[config.mk]
export PLATFORM = sky130hd
export DESIGN_NAME = mul_unit
export DESIGN_NICKNAME = d
export VERILOG_FILES = /design/src/rtl/mul_pkg.sv /design/src/rtl/mul_operand_prep.sv /design/src/rtl/mul_shift_add_core.sv /design/src/rtl/mul_result_fix.sv /design/src/rtl/mul_unit.sv
export SDC_FILE = /design/constraint.sdc
export NUM_CORES = 1
export LEC_CHECK = 0
export ABC_AREA = 1
export BUFFER_PORTS_ARGS = -buffer_cell sky130_fd_sc_hd__buf_4
export CAP_MARGIN = 20
export CORE_AREA = 2 2 121 123
export DETAILED_ROUTE_END_ITERATION = 8
export DIE_AREA = 0 0 123 125
export GPL_TIMING_DRIVEN = 0
export PLACE_DENSITY = 0.8
export SYNTH_ARGS = -nofsm -noshare
export SYNTH_HDL_FRONTEND = slang
export SYNTH_SLANG_ARGS = --single-unit
export TNS_END_PERCENT = 5
[constraint.sdc]
create_clock -name clk -period 2.8 [get_ports clk]
set_input_delay 0.14 -clock clk [delete_from_list [all_inputs] [get_ports clk]]
set_output_delay 0.14 -clock clk [all_outputs]
set_load 0.01 [all_outputs]
[src/rtl/mul_pkg.sv]
// Package: types shared by the multiplier modules.
// Assumes: nothing beyond IEEE 1800-2017 packages.
package mul_pkg;

    // Control sequence of the multiplier: wait, iterate, finalise.
    typedef enum logic [1:0] {
        ST_IDLE = 2'd0,
        ST_RUN  = 2'd1,
        ST_FIN  = 2'd2
    } mul_state_t;

endpackage

[src/rtl/mul_operand_prep.sv]
// Module: mul_operand_prep
// Turns raw operands into unsigned magnitudes of the selected width and works
// out whether the final product has to be negated.
// Assumes: W is even; byte form uses the low W/2 bits of each operand.
module mul_operand_prep #(
    parameter int W = 16
) (
    input  logic [W-1:0] a_raw,
    input  logic [W-1:0] b_raw,
    input  logic         signed_mode,
    input  logic         word_size,
    output logic [W-1:0] a_mag,
    output logic [W-1:0] b_mag,
    output logic         negate
);
    localparam int HW = W / 2;

    logic [W-1:0] a_sel;
    logic [W-1:0] b_sel;
    logic         a_neg;
    logic         b_neg;

    // Pick operand width and zero-extend the byte form.
    always_comb begin
        if (word_size) begin
            a_sel = a_raw;
            b_sel = b_raw;
            a_neg = signed_mode & a_raw[W-1];
            b_neg = signed_mode & b_raw[W-1];
        end else begin
            a_sel = {{HW{1'b0}}, a_raw[HW-1:0]};
            b_sel = {{HW{1'b0}}, b_raw[HW-1:0]};
            a_neg = signed_mode & a_raw[HW-1];
            b_neg = signed_mode & b_raw[HW-1];
        end
    end

    // Take magnitudes; the most negative value maps to 2^(n-1), which still fits.
    always_comb begin
        a_mag = a_sel;
        b_mag = b_sel;
        if (a_neg) begin
            a_mag = word_size ? (~a_sel + 1'b1)
                              : {{HW{1'b0}}, (~a_sel[HW-1:0] + 1'b1)};
        end
        if (b_neg) begin
            b_mag = word_size ? (~b_sel + 1'b1)
                              : {{HW{1'b0}}, (~b_sel[HW-1:0] + 1'b1)};
        end
        negate = a_neg ^ b_neg;
    end

endmodule

[src/rtl/mul_shift_add_core.sv]
// Module: mul_shift_add_core
// Iterative unsigned shift-add multiplier: each cycle handles one multiplier
// bit. A load sets the iteration count; last flags the final step.
// Assumes: iter_count <= W; load and step never coincide with another load.
module mul_shift_add_core #(
    parameter int W  = 16,
    parameter int CW = $clog2(W + 1)
) (
    input  logic          clk,
    input  logic          rst_n,
    input  logic          load,
    input  logic [W-1:0]  mcand_in,
    input  logic [W-1:0]  mplier_in,
    input  logic [CW-1:0] iter_count,
    output logic [2*W-1:0] raw_prod,
    output logic          last
);
    logic [2*W-1:0] mcand_sh;
    logic [W-1:0]   mplier_sh;
    logic [2*W-1:0] acc;
    logic [CW-1:0]  cnt;

    // Load operands or perform one add-and-shift step.
    always_ff @(posedge clk) begin
        if (!rst_n) begin
            mcand_sh  <= '0;
            mplier_sh <= '0;
            acc       <= '0;
            cnt       <= '0;
        end else if (load) begin
            mcand_sh  <= {{W{1'b0}}, mcand_in};
            mplier_sh <= mplier_in;
            acc       <= '0;
            cnt       <= iter_count;
        end else if (cnt != '0) begin
            if (mplier_sh[0]) begin
                acc <= acc + mcand_sh;
            end
            mcand_sh  <= mcand_sh << 1;
            mplier_sh <= mplier_sh >> 1;
            cnt       <= cnt - 1'b1;
        end
    end

    assign raw_prod = acc;
    assign last     = (cnt == CW'(1));

    // the iteration counter never exceeds the word width.
    assert_cnt_range_R6: assert property (@(posedge clk) disable iff (!rst_n)
        cnt <= CW'(W));

endmodule

[src/rtl/mul_result_fix.sv]
// Module: mul_result_fix
// Applies the sign correction to the magnitude product, splits it into
// result words and derives the carry/overflow flag for the active mode.
// Assumes: raw_prod is the complete magnitude product of the selected width.
module mul_result_fix #(
    parameter int W = 16
) (
    input  logic [2*W-1:0] raw_prod,
    input  logic           negate,
    input  logic           signed_mode,
    input  logic           word_size,
    output logic [W-1:0]   res_hi,
    output logic [W-1:0]   res_lo,
    output logic           flag
);
    localparam int HW = W / 2;

    logic [2*W-1:0] full;

    // Two's-complement correction of the whole product.
    always_comb begin
        full = negate ? (~raw_prod + {{(2*W-1){1'b0}}, 1'b1}) : raw_prod;
    end

    // Split into words and evaluate the fit-in-lower-half test.
    always_comb begin
        if (word_size) begin
            res_hi = full[2*W-1:W];
            res_lo = full[W-1:0];
            if (signed_mode) begin
                flag = (full[2*W-1:W] != {W{full[W-1]}});
            end else begin
                flag = (full[2*W-1:W] != '0);
            end
        end else begin
            res_hi = '0;
            res_lo = full[W-1:0];
            if (signed_mode) begin
                flag = (full[W-1:HW] != {HW{full[HW-1]}});
            end else begin
                flag = (full[W-1:HW] != '0);
            end
        end
    end

endmodule

[src/rtl/mul_unit.sv]
// Module: mul_unit (top)
// Byte/word, signed/unsigned multiplier with a start/done handshake and a
// combined carry/overflow flag. Mode and size are captured at start.
// Assumes: start is ignored while busy; results hold between done pulses.
module mul_unit
    import mul_pkg::*;
#(
    parameter int W = 16
) (
    input  logic         clk,
    input  logic         rst_n,
    input  logic         start,
    input  logic         signed_mode,
    input  logic         word_size,
    input  logic [W-1:0] acc_in,
    input  logic [W-1:0] src_in,
    output logic         busy,
    output logic         done,
    output logic [W-1:0] prod_hi,
    output logic [W-1:0] prod_lo,
    output logic         cf_of
);
    localparam int HW = W / 2;
    localparam int CW = $clog2(W + 1);

    mul_state_t     state;
    logic           signed_q;
    logic           word_q;
    logic           neg_q;
    logic           accept;
    logic [W-1:0]   a_mag;
    logic [W-1:0]   b_mag;
    logic           neg_d;
    logic [CW-1:0]  iters;
    logic [2*W-1:0] raw_prod;
    logic           last;
    logic [W-1:0]   fix_hi;
    logic [W-1:0]   fix_lo;
    logic           fix_flag;

    assign accept = (state == ST_IDLE) && start;
    assign iters  = word_size ? CW'(W) : CW'(HW);
    assign busy   = (state != ST_IDLE);

    mul_operand_prep #(.W(W)) u_prep (
        .a_raw       (acc_in),
        .b_raw       (src_in),
        .signed_mode (signed_mode),
        .word_size   (word_size),
        .a_mag       (a_mag),
        .b_mag       (b_mag),
        .negate      (neg_d)
    );

    mul_shift_add_core #(.W(W), .CW(CW)) u_core (
        .clk        (clk),
        .rst_n      (rst_n),
        .load       (accept),
        .mcand_in   (a_mag),
        .mplier_in  (b_mag),
        .iter_count (iters),
        .raw_prod   (raw_prod),
        .last       (last)
    );

    mul_result_fix #(.W(W)) u_fix (
        .raw_prod    (raw_prod),
        .negate      (neg_q),
        .signed_mode (signed_q),
        .word_size   (word_q),
        .res_hi      (fix_hi),
        .res_lo      (fix_lo),
        .flag        (fix_flag)
    );

    // Control sequence and capture of mode, size and sign correction.
    always_ff @(posedge clk) begin
        if (!rst_n) begin
            state    <= ST_IDLE;
            signed_q <= 1'b0;
            word_q   <= 1'b0;
            neg_q    <= 1'b0;
        end else begin
            case (state)
                ST_IDLE: begin
                    if (start) begin
                        state    <= ST_RUN;
                        signed_q <= signed_mode;
                        word_q   <= word_size;
                        neg_q    <= neg_d;
                    end
                end
                ST_RUN: begin
                    if (last) begin
                        state <= ST_FIN;
                    end
                end
                ST_FIN: begin
                    state <= ST_IDLE;
                end
                default: begin
                    state <= ST_IDLE;
                end
            endcase
        end
    end

    // Result registers and the done pulse.
    always_ff @(posedge clk) begin
        if (!rst_n) begin
            done    <= 1'b0;
            prod_hi <= '0;
            prod_lo <= '0;
            cf_of   <= 1'b0;
        end else begin
            done <= (state == ST_FIN);
            if (state == ST_FIN) begin
                prod_hi <= fix_hi;
                prod_lo <= fix_lo;
                cf_of   <= fix_flag;
            end
        end
    end

    // done lasts a single cycle.
    assert_done_pulse_R6: assert property (@(posedge clk) disable iff (!rst_n)
        done |=> !done);

    // done only follows a busy cycle.
    assert_done_after_busy_R6: assert property (@(posedge clk) disable iff (!rst_n)
        $rose(done) |-> $past(busy));

    // captured mode and size stay fixed while an operation runs.
    assert_mode_locked_R7: assert property (@(posedge clk) disable iff (!rst_n)
        (state == ST_RUN) |=> ($stable(signed_q) && $stable(word_q) && $stable(neg_q)));

    // result outputs move only on the done edge.
    assert_hold_results_R9: assert property (@(posedge clk) disable iff (!rst_n)
        !done |-> ($stable(prod_hi) && $stable(prod_lo) && $stable(cf_of)));

    // byte form never drives the upper word.
    assert_byte_hi_zero_R2: assert property (@(posedge clk) disable iff (!rst_n)
        (done && !word_q) |-> (prod_hi == '0));

    // unsigned word-form flag agrees with the upper word.
    assert_uflag_R4: assert property (@(posedge clk) disable iff (!rst_n)
        (done && word_q && !signed_q) |-> (cf_of == (prod_hi != '0)));

    // signed word-form flag agrees with the sign-extension test.
    assert_sflag_R5: assert property (@(posedge clk) disable iff (!rst_n)
        (done && word_q && signed_q) |-> (cf_of == (prod_hi != {W{prod_lo[W-1]}})));

endmodule

==> summary.txt, run 1 <==
mapped cell area = 8460 um2
setup TNS = 0 ns
FP Rows = 44
worst stage delay on the critical path = 0.46 ns
PwrDens = 940 nW/um2
routed vias/inst = 5.68
Area Growth Syn to Fin = 15.7%
share of the synthesized area in the top cell type = 29.3%
register bit total from synthesis = 124
# DRC = 0
Initial DRT Pass Iterations = 5
status = complete, no violations
HP Class = in -> reg
total power = 9.20 mW
Final Critical Period = 2.59 ns
Non-Filler Instances = 1599
maximum clock path buffer count = 2
Setup Crit Path Kind = reg -> reg
initial antenna violation count = 0
Setup Fix Bufs, Post-CTS = 0
ant diodes = 0
Via Count = 9083
drt wl/cell = 15.9 um
GP Congestion = 0.962
pin count of the biggest net entering global routing = 17
Post-Place Cells = 1567
CP startpoint kind = flip-flop
# IOs = 72
RSZ-0062 raised after global routing = no
final hold vios = 0
CTS buffer count = 17
worst path cell trace = ha_1 -> a21oi_1 -> nand2_1 -> a21oi_2 -> o21ai_1 -> a21boi_2 -> o21ai_0 -> a21oi_1 -> o21ai_0 -> nand2_1 -> inv_1
die width = 123 um
CP Buf/Inv Count = 1
IO buf count = 70
layout cells sized above 1 = 11.4%
die area = 15400 um2
Tcrit/Tclk final = 92.7%
worst-path fanout max = 5
iteration-0 DRC count of the detailed router = 697
worst slew pin tran = 0.775 ns
syn avg cell area = 6.45 um2
max-cap violations = 0
fill count = 1314
Core ar. = 14200 um2
grt ovf = 0
critical path data required time = 3.13 ns
pins over their slew limit = 0
CTS clock-pin slew for the worst setup and hold paths = 0.06 ns
clk root buf = clkbuf_16
arrival time at the worst endpoint = 2.92 ns
endpoints failing setup = 0
hold_ws = 0.0264 ns
ys async rst share = 0%
leak pwr = 4.58 nW
CTS HTree Levels = 4
fmax = 385 MHz
clk sinks = 124
first-pass GRT wire length = 41100 um
vias in the first global route = 8483
HPWL after DPL = 20100 um
Unique masters post-synth = 50
slowest CP cell = dfxtp_1
Syn Nets = 1388
CTS tree = yes
yosys synthesis warning count = 0
GRT Resource Usage Total = 33.7%
crit-path leading delay family = compound AO/OA/AOI/OAI gates
DRT Wirelength = 25400 um
largest cells by area after synthesis = dfxtp_1 (29%), nand2_1 (13%), a21oi_1 (8.9%)
post-synthesis sequential area ratio = 29.3%
post-synthesis cell count = 1313
initial core utilization = 59.6%
ANT nets after route = 0
Post-CTS Hold Buffers = 0
clock latency on the worst-skew pair = 0.43 ns
maximum VDD drop = 485 uV
Fin Clk Skew = 0.0101 ns
EDFF count, synth = 0
crit end category = flip-flop
die height = 125 um
main flop type after synthesis = dfxtp_1
nets@finish = 1477
Rel. slew slack = 48.4%
Yosys top cell by area = dfxtp_1
[cells in the mapped netlist, types with 4 or more instances]
cell,count
nand2_2,10
o211ai_1,11
nand2_1,304
inv_2,10
buf_2,4
nand3_1,77
nand3b_1,5
nand4_1,16
xor2_1,29
o21ai_1,23
clkbuf_1,34
ha_1,37
a31oi_1,6
inv_1,143
a21o_1,5
nor2_1,121
xnor2_1,11
nor3_1,8
a21oi_1,151
o221ai_1,7
o21bai_1,6
dfxtp_1,124
o21ai_0,107
nor2_2,12
a221oi_1,5
[cell usage in the layout, fill, tap and decap left out, types with 4 or more instances in the layout]
cell,instances
nand3_1,77
buf_4,73
o221ai_1,7
o21ai_1,23
a21oi_1,150
xnor2_1,11
a31oi_1,6
dfxtp_1,124
a21o_1,5
clkbuf_16,17
ha_1,37
o21bai_1,6
nor2_1,121
nor2_2,12
nor3_1,8
clkinv_4,4
xor2_1,29
o21ai_0,107
nand2_2,10
nand4_1,16
a221oi_1,5
clkbuf_1,34
nand2_1,304
inv_2,10
inv_1,143
nand3b_1,5
buf_2,4
o211ai_1,11
[per-stage QoR]
| step | utilization, % | setup slack [ns] | cell area [um2] |
|---|---|---|---|
| 6_report | 68.9 | 0.206 | 9790 |
| 5_1_grt | 68.9 | 0.0629 | 9790 |
| 4_1_cts | 68.9 | 0.196 | 9790 |
| 3_5_place_dp | 64.9 | 0.208 | 9220 |
| 3_3_place_gp | 64.9 | 0.204 | 9220 |
| 2_1_floorplan | - | 0.616 | 8460 |
[timing repair]
action,CTS,global route
hold endpoints to repair,0,0
gates resized for setup,0,1
setup endpoints to repair,0,1
[cells by family after synthesis]
logic type               count (synthesis)  synth area share, %
AO/OA/AOI/OAI                          346                 22.8
XOR/XNOR                                42                 4.52
adder cells (fa/ha/maj)                 38                 5.71
buffers and inverters                  197                 8.93
flip-flops                             124                 29.3
AND/OR/NAND/NOR                        566                 28.7
[metal layers]
layer / wire [um] / vias up / track usage (%)
met5: 0 / - / 0
li1: - / 4563 / -
met1: 11100 / 4089 / 45.1
met3: 1870 / 59 / 5.38
met2: 11700 / 372 / 53.8
met4: 808 / 0 / 14.2
[tightest hold or removal path: stages]
cell and delay (ns):
buf_4 0.09, o21ai_0 0.07, a21oi_1 0.11
[power by group]
part           switching, mW  total (mW)  internal, mW
Clock                  0.904        2.14          1.23
Sequential             0.392        2.51          2.12
Combinational           3.10        4.55          1.45
[registers in the layout (all words and copies together) (netlist names)]
name              cells
cf_of                 1
done                  1
state                 2
word_q                1
u_core.mcand_sh      32
prod_lo              16
signed_q              1
prod_hi              16
neg_q                 1
u_core.cnt            5
u_core.raw_prod      32
u_core.mplier_sh     16
[final timing paths]
path	depth (start not counted)	endpoint	slack (ns)	from
setup / recovery	11	u_core.raw_prod[29]	0.21	u_core.raw_prod[2]
hold / removal	3	u_core.mplier_sh[14]	0.03	src_in[14]
setup reg to reg	11	u_core.raw_prod[29]	0.21	u_core.raw_prod[2]
hold reg to reg	2	prod_hi[7]	0.47	prod_hi[7]
[area by class of cell]
class / count / area, um2 / area share [%]
flip-flops and latches: 124 / 2480 / 25.4
clock buffers: 17 / 425 / 4.35
repair buffers: 70 / 526 / 5.37
inverters: 153 / 574 / 5.87
well taps: 184 / 230 / 2.35
plain buffers: 44 / 181 / 1.85
multi-input cells: 992 / 5230 / 53.4
clock inverters: 15 / 140 / 1.43
Power figures use the tool's default switching activity.
==> inputs of run 2 (changes only) <==
- ABC_AREA: 1 -> default
- CORE_AREA: 2 2 121 123 -> 2 2 118 120
- DIE_AREA: 0 0 123 125 -> 0 0 120 122
==> summary.txt, run 2 <==
Synth Area in Adders = 6.04% (+0.34 points)
largest family of logic cells by synthesized area = compound AO/OA/AOI/OAI gates
Internal = 4.27 mW (-11%)
highest-count cells in the layout ignoring fill and taps = nand2_1 (191), dfxtp_1 (113), buf_4 (83)
RSZ-0062 raised after global routing = yes
drt wl/cell = 17.2 um (+8.3%)
commonest cells in the netlist = nand2_1 (191), dfxtp_1 (124), a21oi_1 (85)
pin count of the biggest net entering global routing = 17 (unchanged)
critical path data required time = 3.13 ns (about the same)
total power = 7.08 mW (-23%)
iteration-0 DRC count of the detailed router = 721 (+3.4%)
Initial DRT Pass Iterations = 5 (unchanged)
CTS tree = yes
worst slew pin tran = 0.744 ns (-0.0306 ns)
Sequential Power Share = 30.6% (+3.3 points)
Synth Area in Compound Gates = 24.4% (+1.6 points)
hold_ws = 0.0122 ns (-0.0142 ns)
Unique masters post-synth = 62 (+24%)
# IOs = 72 (unchanged)
FP Rows = 43 (-2.3%)
crit end category = flip-flop
Post-Place Cells = 1295 (-17%)
Core ar. = 13500 um2 (-4.9%)
Area Growth Syn to Fin = 21.5%
Gate power share = 39.3% (-10 points)
arrival time at the worst endpoint = 3.37 ns (+0.45 ns)
endpoints failing setup = 3 (+3)
worst-path fanout max = 6 (+1)
fmax = 329 MHz (-15%)
DRT Wirelength = 23100 um (-9.1%)
syn avg cell area = 7.66 um2 (+19%)
# DRC = 0 (unchanged)
first-pass GRT wire length = 35800 um (-13%)
HPWL after DPL = 16300 um (-19%)
maximum clock path buffer count = 2 (unchanged)
Final Critical Period = 3.04 ns (+0.449 ns)
CTS clock-pin slew for the worst setup and hold paths = 0.06 ns (about the same)
clock latency on the worst-skew pair = 0.44 ns (about the same)
leak pwr = 4.16 nW (-9.2%)
main flop type after synthesis = dfxtp_1
failing checks = setup timing
Yosys top cell by area = dfxtp_1
Sw Pwr = 2.80 mW (-36%)
mux contribution to synthesized area = 1.39% (+1.4 points)
vias in the first global route = 7370 (-13%)
PwrDens = 729 nW/um2 (-22%)
Clock power frac = 30.1% (+6.9 points)
GRT Resource Usage Total = 30.9% (-2.9 points)
Non-Filler Instances = 1342 (-16%)
nets@finish = 1223 (-17%)
GP Congestion = 0.933 (-3.1%)
die width = 120 um (-2.4%)
ANT nets after route = 0 (unchanged)
Syn Nets = 1119 (-19%)
register bit total from synthesis = 124 (unchanged)
post-synthesis sequential area ratio = 31.1% (+1.7 points)
commonest non-fill, non-tap cell in the layout = nand2_1
CP startpoint kind = flip-flop
post-synthesis cell count = 1044 (-20%)
sw frac = 39.6% (-8.2 points)
initial core utilization = 59.2% (-0.41 points)
ys async rst share = 0% (unchanged)
EDFF count, synth = 0 (unchanged)
clk sinks = 124 (unchanged)
initial antenna violation count = 0 (unchanged)
Final Worst Setup Slack = -0.244 ns (-0.449 ns)
CTS HTree Levels = 4 (unchanged)
Fin Clk Skew = 0.0125 ns (+0.00243 ns)
post-synthesis xor/xnor area fraction = 9.10% (+4.6 points)
Synth Area in Simple Gates = 23.9% (-4.8 points)
layout cells sized above 1 = 14.8% (+3.4 points)
count leader, synth = nand2_1
status = complete, but fails checks
yosys synthesis warning count = 0 (unchanged)
mapped cell area = 7990 um2 (-5.6%)
routed vias/inst = 6.11 (+7.6%)
largest cells by area after synthesis = dfxtp_1 (31%), nand2_1 (9.0%), ha_1 (5.8%)
final hold vios = 0 (unchanged)
Tcrit/Tclk final = 109% (+16 points)
Setup Crit Path Kind = reg -> reg
die area = 14600 um2 (-4.8%)
share of the synthesized area in the top cell type = 31.1% (+1.7 points)
setup TNS = -0.298 ns (-0.298 ns)
die height = 122 um (-2.4%)
HP Class = in -> reg
IO buf count = 71 (+1.4%)
DP Worst Slack = -0.431 ns (-0.638 ns)
Rel. slew slack = 50.4% (+2.0 points)
grt ovf = 0 (unchanged)
pins over their slew limit = 0 (unchanged)
maximum VDD drop = 490 uV (+1.1%)
Via Count = 8203 (-9.7%)
CTS buffer count = 17 (unchanged)
clk root buf = clkbuf_16
max-cap violations = 0 (unchanged)
[run 2: cell count changes after synthesis, sizes merged, moves of 25 or more]
cell,before,now
xnor2,11,51
nand3,77,47
a21oi,153,85
o21ai,133,63
nor2,137,48
inv,153,27
nand2,317,191
o211a,0,25
[run 2: final cells by class]
cell class	count	area [um2]
Multi-Input combinational cell	832	5410
Fill cell	1097	3790
Sequential cell	124	2510
Timing Repair Buffer	85	644
Clock buffer	22	484
Buffer	61	241
Tap cell	180	225
Inverter	27	106
Clock inverter	10	90.1
Antenna cell	1	2.50
[run 2: repair_timing]
action | CTS | global route
gates resized for setup | 22 | 36
hold buffers | 1 | 0
hold endpoints to repair | 1 | 0
pin swaps | 5 | 17
setup buffers | 2 | 11
setup endpoints to repair | 11 | 14
[run 2: cells by family (layout without fill, tap and decap cells)]
group / count (synthesis) / count (layout)
fa+ha+maj: 38 / 38
buf+inv: 88 / 205
other cells: 0 / 1
flops: 124 / 124
simple gates: 409 / 409
compound gates: 291 / 291
mux: 11 / 11
xor+xnor: 83 / 83
[run 2: stage by stage]
| step | utilization (%) | area [um2] |
|---|---|---|
| after global placement | 64.9 | 8770 |
| after global routing | 71.9 | 9710 |
| after detailed placement | 64.9 | 8770 |
| final | 71.9 | 9710 |
| after CTS | 70.2 | 9470 |
| after floorplan | - | 8010 |
[run 2: critical path, cell delays in order (launching register included)]
cell	delay (ns)
dfxtp_4	0.37
or4_4	0.52
buf_6	0.14
or4_4	0.54
o311a_4	0.40
nor3_2	0.19
nand3_1	0.10
or4_4	0.44
a21oi_2	0.17
o2bb2ai_1	0.07
[run 2: metal layers]
metal	GRT usage [%]	part of all wire, %
met4	15.7	3.4
met5	0	0
met1	39.0	42
met3	5.34	7.9
met2	50.9	46
[run 2: worst paths after layout]
path                       start                   to  slack, ns  cells after the start
max reg2reg  u_core.raw_prod[12]                cf_of      -0.24                      9
min                    acc_in[0]   u_core.mcand_sh[0]       0.01                      3
max          u_core.raw_prod[12]                cf_of      -0.24                      9
min reg2reg  u_core.mcand_sh[26]  u_core.mcand_sh[26]       0.47                      2
[run 2: power groups by stage]
stage               Combinational [mW]  Sequential [mW]  Clock [mW]
detailed placement                2.50             2.19           0
finish                            2.78             2.16        2.13
global placement                  2.46             2.18           0
global route                      3.02             2.19        2.22
floorplan                         1.83             2.14           0
CTS                               2.58             2.16        2.13
